===== config.mk =====
export PLATFORM = sky130hd
export DESIGN_NAME = host_ready_timer
export DESIGN_NICKNAME = d
export VERILOG_FILES = /design/src/rtl/host_ready_pkg.sv /design/src/rtl/host_strobe_sync.sv /design/src/rtl/host_hold_select.sv /design/src/rtl/host_hold_counter.sv /design/src/rtl/host_ready_timer.sv
export SDC_FILE = /design/constraint.sdc
export NUM_CORES = 1
export LEC_CHECK = 0
export CAP_MARGIN = 10
export CELL_PAD_IN_SITES_DETAIL_PLACEMENT = 0
export CELL_PAD_IN_SITES_GLOBAL_PLACEMENT = 1
export CORE_UTILIZATION = 40
export DETAILED_ROUTE_END_ITERATION = 8
export HOLD_SLACK_MARGIN = 0.05
export PLACE_DENSITY_LB_ADDON = 0.1
export REMOVE_ABC_BUFFERS = 1
export SLEW_MARGIN = 10
export SYNTH_ARGS = -nofsm -noshare
export SYNTH_HDL_FRONTEND = slang
export SYNTH_SLANG_ARGS = --single-unit
export TNS_END_PERCENT = 10

===== constraint.sdc =====
create_clock -name clk -period 2.35 [get_ports clk]
set_input_delay 0.47 -clock clk [delete_from_list [all_inputs] [get_ports clk]]
set_output_delay 0.47 -clock clk [all_outputs]
set_load 0.05 [all_outputs]

===== src/rtl/host_ready_pkg.sv =====
package host_ready_pkg;

    typedef enum logic [1:0] {
        ST_IDLE    = 2'd0,
        ST_HOLD    = 2'd1,
        ST_RELEASE = 2'd2
    } rdy_state_e;

    typedef enum logic [1:0] {
        ACC_READ  = 2'd0,
        ACC_FIFO  = 2'd1,
        ACC_CMD   = 2'd2
    } rdy_access_e;

    localparam int          CMD_W      = 3;
    localparam int          CMD_LSB    = 4;
    localparam logic [2:0]  CMD_BYTE   = 3'b001;
    localparam logic [2:0]  CMD_RATE   = 3'b010;
    localparam logic [2:0]  CMD_BRANCH = 3'b011;
    localparam logic [2:0]  CMD_CLEAR  = 3'b111;

    function automatic int max_of2(input int a, input int b);
        return (a > b) ? a : b;
    endfunction

endpackage


===== src/rtl/host_strobe_sync.sv =====
module host_strobe_sync #(
    parameter int STAGES = 2
) (
    input  logic clk,
    input  logic rst_n,
    input  logic strb_n,
    output logic fall
);
    logic [STAGES-1:0] sync_q;
    logic              prev_q;

    always_ff @(posedge clk or negedge rst_n) begin
        if (!rst_n) begin
            sync_q <= '1;
            prev_q <= 1'b1;
        end else begin
            sync_q <= {sync_q[STAGES-2:0], strb_n};
            prev_q <= sync_q[STAGES-1];
        end
    end

    assign fall = prev_q & ~sync_q[STAGES-1];

    // One detected edge per strobe fall, never two in a row
    AST_FALL_SINGLE: assert property (@(posedge clk) disable iff (!rst_n)
        fall |=> !fall);

endmodule


===== src/rtl/host_hold_select.sv =====
module host_hold_select
    import host_ready_pkg::*;
#(
    parameter int CNT_W       = 7,
    parameter int READ_HOLD   = 16,
    parameter int FIFO_HOLD   = 16,
    parameter int BRANCH_HOLD = 100,
    parameter int CLEAR_HOLD  = 100,
    parameter int BYTE_HOLD   = 80,
    parameter int RATE_HOLD   = 16,
    parameter int OTHER_HOLD  = 16
) (
    input  logic             is_write,
    input  logic             ext,
    input  logic [CMD_W-1:0] cmd,
    output logic [CNT_W-1:0] len_m1
);
    rdy_access_e kind;

    always_comb begin
        if (!is_write)
            kind = ACC_READ;
        else if (ext)
            kind = ACC_FIFO;
        else
            kind = ACC_CMD;
    end

    always_comb begin
        unique case (kind)
            ACC_READ: len_m1 = CNT_W'(READ_HOLD - 1);
            ACC_FIFO: len_m1 = CNT_W'(FIFO_HOLD - 1);
            default: begin
                unique case (cmd)
                    CMD_BRANCH: len_m1 = CNT_W'(BRANCH_HOLD - 1);
                    CMD_CLEAR:  len_m1 = CNT_W'(CLEAR_HOLD - 1);
                    CMD_BYTE:   len_m1 = CNT_W'(BYTE_HOLD - 1);
                    CMD_RATE:   len_m1 = CNT_W'(RATE_HOLD - 1);
                    default:    len_m1 = CNT_W'(OTHER_HOLD - 1);
                endcase
            end
        endcase
    end

endmodule


===== src/rtl/host_hold_counter.sv =====
module host_hold_counter #(
    parameter int CNT_W = 7
) (
    input  logic             clk,
    input  logic             rst_n,
    input  logic             load,
    input  logic [CNT_W-1:0] load_val,
    input  logic             step,
    output logic             zero
);
    logic [CNT_W-1:0] cnt_q;

    always_ff @(posedge clk or negedge rst_n) begin
        if (!rst_n)
            cnt_q <= '0;
        else if (load)
            cnt_q <= load_val;
        else if (step && cnt_q != '0)
            cnt_q <= cnt_q - 1'b1;
    end

    assign zero = (cnt_q == '0);

    // A load followed by no further events reaches zero only through steps
    AST_LOAD_NONZERO: assert property (@(posedge clk) disable iff (!rst_n)
        (load && load_val != '0) |=> !zero);

    AST_STEP_DOWN: assert property (@(posedge clk) disable iff (!rst_n)
        (step && !load && !zero) |=> cnt_q == $past(cnt_q) - 1'b1);

endmodule


===== src/rtl/host_ready_timer.sv =====
module host_ready_timer
    import host_ready_pkg::*;
#(
    parameter int DATA_W      = 8,
    parameter int SYNC_STAGES = 2,
    parameter int READ_HOLD   = 16,
    parameter int FIFO_HOLD   = 16,
    parameter int BRANCH_HOLD = 100,
    parameter int CLEAR_HOLD  = 100,
    parameter int BYTE_HOLD   = 80,
    parameter int RATE_HOLD   = 16,
    parameter int OTHER_HOLD  = 16
) (
    input  logic              clk,
    input  logic              rst_n,
    input  logic              rd_stb_n,
    input  logic              wr_stb_n,
    input  logic [DATA_W-1:0] host_data,
    input  logic              ext_mode,
    output logic              ready_n,
    output logic              ready_done
);
    localparam int HOLD_MAX = max_of2(max_of2(max_of2(READ_HOLD, FIFO_HOLD),
                                              max_of2(BRANCH_HOLD, CLEAR_HOLD)),
                                      max_of2(max_of2(BYTE_HOLD, RATE_HOLD), OTHER_HOLD));
    localparam int CNT_W    = (HOLD_MAX > 2) ? $clog2(HOLD_MAX) : 1;
    localparam int N_STB    = 2;

    logic [N_STB-1:0] stb_raw;
    logic [N_STB-1:0] stb_fall;
    logic [CNT_W-1:0] len_m1 [N_STB];
    logic [CNT_W-1:0] load_val;
    logic             any_fall;
    logic             cnt_zero;
    logic             cnt_step;
    logic [CMD_W-1:0] cmd_field;
    logic             unused_bits;

    rdy_state_e state_q, state_d;

    assign stb_raw     = {wr_stb_n, rd_stb_n};
    assign cmd_field   = host_data[CMD_LSB +: CMD_W];
    assign unused_bits = ^{host_data[DATA_W-1:CMD_LSB+CMD_W], host_data[CMD_LSB-1:0]};

    // index 0 = read strobe, index 1 = write strobe
    for (genvar g = 0; g < N_STB; g++) begin : g_stb
        host_strobe_sync #(
            .STAGES (SYNC_STAGES)
        ) u_sync (
            .clk    (clk),
            .rst_n  (rst_n),
            .strb_n (stb_raw[g]),
            .fall   (stb_fall[g])
        );

        host_hold_select #(
            .CNT_W       (CNT_W),
            .READ_HOLD   (READ_HOLD),
            .FIFO_HOLD   (FIFO_HOLD),
            .BRANCH_HOLD (BRANCH_HOLD),
            .CLEAR_HOLD  (CLEAR_HOLD),
            .BYTE_HOLD   (BYTE_HOLD),
            .RATE_HOLD   (RATE_HOLD),
            .OTHER_HOLD  (OTHER_HOLD)
        ) u_sel (
            .is_write (1'(g)),
            .ext      (ext_mode),
            .cmd      (cmd_field),
            .len_m1   (len_m1[g])
        );
    end

    assign any_fall = |stb_fall;
    // write access takes priority when both strobes fall together
    assign load_val = stb_fall[1] ? len_m1[1] : len_m1[0];
    assign cnt_step = (state_q == ST_HOLD);

    host_hold_counter #(
        .CNT_W (CNT_W)
    ) u_cnt (
        .clk      (clk),
        .rst_n    (rst_n),
        .load     (any_fall),
        .load_val (load_val),
        .step     (cnt_step),
        .zero     (cnt_zero)
    );

    always_comb begin
        state_d = state_q;
        unique case (state_q)
            ST_IDLE:    if (any_fall) state_d = ST_HOLD;
            ST_HOLD: begin
                if (any_fall)      state_d = ST_HOLD;
                else if (cnt_zero) state_d = ST_RELEASE;
            end
            ST_RELEASE: state_d = any_fall ? ST_HOLD : ST_IDLE;
            default:    state_d = ST_IDLE;
        endcase
    end

    always_ff @(posedge clk or negedge rst_n) begin
        if (!rst_n)
            state_q <= ST_IDLE;
        else
            state_q <= state_d;
    end

    always_comb begin
        ready_n    = (state_q == ST_HOLD);
        ready_done = (state_q == ST_RELEASE);
    end

    AST_FALL_BLOCKS: assert property (@(posedge clk) disable iff (!rst_n)
        any_fall |=> ready_n);

    AST_DONE_SINGLE: assert property (@(posedge clk) disable iff (!rst_n)
        ready_done |=> !ready_done);

    AST_DONE_AFTER_HOLD: assert property (@(posedge clk) disable iff (!rst_n)
        ready_done |-> ($past(ready_n) && !ready_n));

    AST_WRITE_WINS: assert property (@(posedge clk) disable iff (!rst_n)
        (stb_fall[0] && stb_fall[1]) |-> load_val == len_m1[1]);

    AST_READ_LEN: assert property (@(posedge clk) disable iff (!rst_n)
        (stb_fall[0] && !stb_fall[1]) |-> load_val == CNT_W'(READ_HOLD - 1));

endmodule


==> results.txt, run 1 <==
Worst Path Required: 1.88 ns
Syn_area_per_cell: 10.8 µm²
CP Launch Type: flop
Clock sink count: 15
Crit-path cells: nor2b_1 -> clkdlybuf4s50_1
TritonCTS Buffers: 3
Number of synthesized register bits: 15
Clock-pin slew of the registers on the worst-case setup and hold paths: 0.08 ns
Commonest non-fill, non-tap cell in the layout: dfrtp_1
CP max stage delay: 0.80 ns
Worst Skew: 0.00917 ns
Routed WL: 1270 µm
Grt ovf: 0
CP endpoint kind: primary output
Total Nets Final: 96
I/O Buffers: 9
Hold Fails Final Rpt: 0
Post-CTS setup buffer count: 0
Max Fanout on Critical Path: 4
Synth Instances: 67
Post-Layout Inst Area: 871 µm²
Worst IR Drop VDD: 468 µV
WS Path Type: reg -> out
Iter 0 DRT Violations: 10
Syn-to-layout area delta: 20.2%
Final-layout fill cell count: 161
Storage element area: 383 µm²
Vias: 543
Count of unique library cells instantiated by Yosys: 31
H-Tree Level Count: 1
Initial antenna violation count: 0
Comb pwr share: 15.5%
Hold buffers post-CTS: 0
Tightest Pin Transition: 0.641 ns
Power Internal: 0.000385 W
Core Rows: 15
Area after DPL: 843 µm²
Power Density: 609 nW/µm²
Max Cap Viol: 0
Clock Latency Late Sink: 0.28 ns
Chip Height: 44.6 µm
Outcome: finished clean
Switching share of power: 27.3%
Finished Core Util: 51.0%
Max Freq: 0.484 GHz
Vias in the first global route: 530
Worst Path Buf+Inv: 1
TritonCTS clock tree: done
Pre-Repair DR Iteration Count: 4
Count of final setup violators: 0
Die W: 44.6 µm
Core area: 1710 µm²
Die area: 1990 µm²
Tcrit/Tclk final: 87.8%
Setup_tns: 0 ns
CTS Root Cell: clkbuf_4
CTS resizes: 0
Leakage Power: 0.358 nW
Routed len/inst: 12.1 µm
Net Sw Power: 0.000145 W
Largest delay share family, worst path: buffers and inverters
WP data arrival: 1.59 ns
Sequential power share: 57.4%
Share of layout cells above drive strength 1: 21.3%
Clock share of power: 27.1%
Vias per inst: 5.17
Unrepaired setup endpoints after global routing: no
Yosys warns: 0
Clk buf depth: 2
Sequential fraction of the synthesis area: 52.8%
Commonest cells after routing, fill and taps aside: dfrtp_1 (9), clkdlybuf4s50_1 (8), inv_1 (6), dfstp_2 (6)
Final Critical Period: 2.06 ns
Routability cong.: 0.827
Mapped cell area: 724 µm²
Highest-delay cell along the critical path: clkdlybuf4s50_1
Largest net degree at the start of global routing: 16
Starting density of the core: 42.4%
IO Count: 15
GRT Overall Usage: 16.0%
Worst Hold Class: reg -> reg
Post-route ant nets: 0
DP Wirelength: 995 µm
N_diodes: 0
Final Slew Violations: 0
First-pass GRT wire length: 2220 µm
Drt drc: 0
Slew HR: 57.1%
Multi-input logic area: 319 µm²
cells by family (layout without fill, tap and decap cells):
group / count (synthesis) / in the layout / share of synthesized area, %
and+or+nand+nor: 24 / 24 / 20.0
AOI/OAI and AO/OA: 17 / 17 / 16.9
DFF: 15 / 15 / 52.9
buffers and inverters: 6 / 19 / 3.11
xor gates and xnor gates: 3 / 3 / 3.63
adders and majority gates: 2 / 2 / 3.45
per-stage QoR:
step | setup WS (ns) | hold WS (ns) | std cells | total power [W]
floorplan | 0.791 | 0.174 | 67 | 0.000357
detailed placement | 0.504 | 0.349 | 101 | 0.000389
finish | 0.286 | 0.360 | 105 | 0.000530
global route | 0.207 | 0.369 | 105 | 0.000563
CTS | 0.261 | 0.363 | 105 | 0.000538
global placement | 0.487 | 0.349 | 101 | 0.000389
worst paths after layout:
check / startpoint / slack, ns / cells after the start / endpoint
hold / removal: g_stb[1].u_sync.sync_q[0]$_DFF_PN1_ / 0.36 / 0 / g_stb[1].u_sync.sync_q[1]$_DFF_PN1_
max in group asynchronous: rst_n / 1.35 / 1 / state_q[0]$_DFFE_PN0P_
hold reg to reg: g_stb[1].u_sync.sync_q[0]$_DFF_PN1_ / 0.36 / 0 / g_stb[1].u_sync.sync_q[1]$_DFF_PN1_
setup / recovery: state_q[0]$_DFFE_PN0P_ / 0.29 / 2 / ready_done
setup reg to reg: u_cnt.cnt_q[0]$_DFFE_PN0P_ / 0.70 / 6 / u_cnt.cnt_q[2]$_DFFE_PN0P_
min in group asynchronous: rst_n / 0.57 / 1 / u_cnt.cnt_q[5]$_DFFE_PN0P_
worst register-to-register path, cell delays in order, from the launching register on:
cell     delay [ns]
dfrtp_1        0.41
inv_1          0.12
ha_1           0.20
or2b_2         0.34
o211a_1        0.23
xnor2_1        0.16
a21oi_1        0.08
final cells by class:
cell class,instances,share of cell area [%]
flip-flops and latches,15,44.0
multi-input cells,46,36.6
repair buffers,9,10.1
well taps,25,3.59
clock buffers,3,2.59
inverters,6,2.59
clock inverters,1,0.575
registers in the layout, indices dropped and copies added (netlist names):
| name | cells |
|---|---|
| g_stb.u_sync.prev_q | 2 |
| u_cnt.cnt_q | 7 |
| state_q | 2 |
| g_stb.u_sync.sync_q | 4 |
power by group through the flow:
stage | clock network [W] | logic [W] | registers, W
2_1_floorplan | 0 | 0.0000530 | 0.000304
4_1_cts | 0.000152 | 0.0000818 | 0.000304
5_1_grt | 0.000165 | 0.0000904 | 0.000308
6_report | 0.000144 | 0.0000819 | 0.000304
3_3_place_gp | 0 | 0.0000801 | 0.000309
3_5_place_dp | 0 | 0.0000803 | 0.000309
routing by layer:
layer  routed length [µm]  up-vias  GRT usage (%)
met4                   39        0           8.48
li1                     -      273              -
met5                    0        -              0
met3                   72        6           6.53
met2                  582       19           25.9
met1                  578      245           18.0
cells in the mapped netlist, drive strengths merged:
cell type  n  area share (%)
nor4       1             1.7
nand4      1            0.86
o21ai      3             2.6
o2111ai    1             2.1
dfrtp      9              31
xnor2      2             2.4
and2       1            0.86
nand2b     1            0.86
a21oi      5             3.5
a2bb2oi    1             1.2
nor3       5             3.5
o22ai      1            0.86
inv        6             3.1
nor2b      2             1.7
and4       1             1.4
a22oi      1             1.0
o211ai     1             1.0
o211a      1             1.4
nor4bb     1             1.4
dfstp      6              22
or4        1             1.6
nand2      5             2.6
xor2       1             1.2
o22a       1             1.2
a21o       1             1.0
or2b       1             1.2
a211oi     1             1.0
nor2       2             1.0
nand3      2             1.4
ha         2             3.5
No activity file was read; power rests on OpenSTA's default activity.
==> inputs of run 2 (changes only) <==
==> constraint.sdc (replaced) <==
create_clock -name clk -period 2.35 [get_ports clk]
set_input_delay 0.47 -clock clk [delete_from_list [all_inputs] [get_ports clk]]
set_output_delay 0.47 -clock clk [all_outputs]
set_load 0.1 [all_outputs]
==> run 2 against run 1 <==
Against the previous run: register-to-register slack improved by 0.03 ns; hold slack improved by 0.00052 ns; largest cell class unchanged; critical path type unchanged; non-clock buffer count stayed put; worst setup slack better by 0.30 ns; total power is 1.1% higher.
==> results.txt, run 2 (same netlist as run 1, synthesis figures left out) <==
Outcome: finished clean
Chip Height: 44.6 µm
Design Power: 0.000536 W
TritonCTS Buffers: 3
WS Path Type: reg -> out
CP Launch Type: flop
Tcrit/Tclk final: 75.2%
Biggest regs: u_cnt.cnt_q x7, g_stb.u_sync.sync_q x4
CP max stage delay: 0.39 ns
Drt drc: 0
Worst IR Drop VDD: 333 µV
Routability cong.: 0.748
Post-route ant nets: 0
CP endpoint kind: primary output
Clock sink count: 15
Setup_tns: 0 ns
Pre-CTS WS: 0.472 ns
Grt ovf: 0
Vias: 527
CTS Root Cell: clkbuf_4
Post-placement cell count: 101
Crit-path cells: nand2b_1 -> inv_1 -> buf_12
Max Freq: 0.566 GHz
Unrepaired setup endpoints after global routing: no
WP data arrival: 1.30 ns
Syn-to-layout area delta: 21.4%
Commonest cells after routing, fill and taps aside: dfrtp_1 (9), clkdlybuf4s50_1 (7), inv_1 (6), dfstp_2 (6)
Die W: 44.6 µm
Leakage Power: 0.364 nW
Initial antenna violation count: 0
Routed WL: 1310 µm
Starting density of the core: 42.4%
Slew HR: 56.8%
Count of final setup violators: 0
Tightest Pin Transition: 0.645 ns
GRT Overall Usage: 15.7%
Routed len/inst: 12.5 µm
Hold Fails Final Rpt: 0
H-Tree Level Count: 1
Max reg flops: 7
Clock-pin slew of the registers on the worst-case setup and hold paths: 0.09 ns
Top reg by flops: u_cnt.cnt_q
TritonCTS clock tree: done
Vias per inst: 5.02
Vias in the first global route: 467
Worst Hold Class: reg -> reg
Core area: 1710 µm²
FF-to-FF setup slack: 0.73 ns
Worst Skew: 0.00322 ns
Hold buffers post-CTS: 0
Core Rows: 15
First-pass GRT wire length: 2160 µm
CTS resizes: 0
Worst Path Required: 1.88 ns
DP Wirelength: 977 µm
Total Nets Final: 96
Area after DPL: 853 µm²
Die area: 1990 µm²
Power Density: 609 nW/µm²
Highest-delay cell along the critical path: dfrtp_1
Max Fanout on Critical Path: 6
Worst Path Buf+Inv: 2
Final Critical Period: 1.77 ns
Pre-Repair DR Iteration Count: 4
Largest net degree at the start of global routing: 16
Layout Cells excl Fill: 105
IO Count: 15
Final Slew Violations: 0
Iter 0 DRT Violations: 12
Post-CTS setup buffer count: 0
Max Cap Viol: 0
Worst Slack Setup Final: 0.583 ns
Post-Layout Inst Area: 880 µm²
N_diodes: 0
I/O Buffers: 9
Clock Latency Late Sink: 0.28 ns
Share of layout cells above drive strength 1: 21.3%
Largest delay share family, worst path: buffers and inverters
Clk buf depth: 2
Commonest non-fill, non-tap cell in the layout: dfrtp_1
run 2: cell count changes in the layout (fill, tap and decap cells not counted), sizes merged:
| cell | delta |
|---|---|
| clkbuf | +1 |
| clkinv | -1 |
| clkdlybuf4s50 | -1 |
| buf | +1 |
run 2: metrics by stage:
stage,util (%),hold WS [ns]
after floorplan,-,0.174
after global placement,50.0,0.349
after detailed placement,50.0,0.350
after CTS,51.5,0.364
after global routing,51.5,0.369
final,51.5,0.361
run 2: layout make-up:
cell class | instances | area, µm²
Clock buffer | 4 | 26.3
Tap cell | 25 | 31.3
Sequential cell | 15 | 383
Fill cell | 150 | 828
Timing Repair Buffer | 9 | 97.6
Multi-Input combinational cell | 46 | 319
Inverter | 6 | 22.5
run 2: final timing paths:
path                                                      from                                  end  depth (start not counted)
min                        g_stb[0].u_sync.sync_q[0]$_DFF_PN1_  g_stb[0].u_sync.sync_q[1]$_DFF_PN1_                          0
min reg2reg                g_stb[0].u_sync.sync_q[0]$_DFF_PN1_  g_stb[0].u_sync.sync_q[1]$_DFF_PN1_                          0
max                                     state_q[1]$_DFFE_PN0P_                              ready_n                          3
max in group asynchronous                                rst_n           u_cnt.cnt_q[1]$_DFFE_PN0P_                          1
min in group asynchronous                                rst_n           u_cnt.cnt_q[2]$_DFFE_PN0P_                          1
max reg2reg                         u_cnt.cnt_q[0]$_DFFE_PN0P_           u_cnt.cnt_q[2]$_DFFE_PN0P_                          6
run 2: per-layer routing:
layer | vias to the layer above | track usage, % | part of all wire, %
met1 | 247 | 22.3 | 52
met5 | - | 0 | 0
met4 | 0 | 9.09 | 2.1
met2 | 9 | 22.1 | 43
met3 | 4 | 3.67 | 3.1
li1 | 267 | - | -
run 2: power breakdown:
part	leakage (nW)	switching, W	internal (W)	total, W
sequential	0.167	0.0000220	0.000282	0.000304
combinational	0.182	0.0000415	0.0000405	0.0000819
clock	0.0150	0.0000837	0.0000659	0.000150
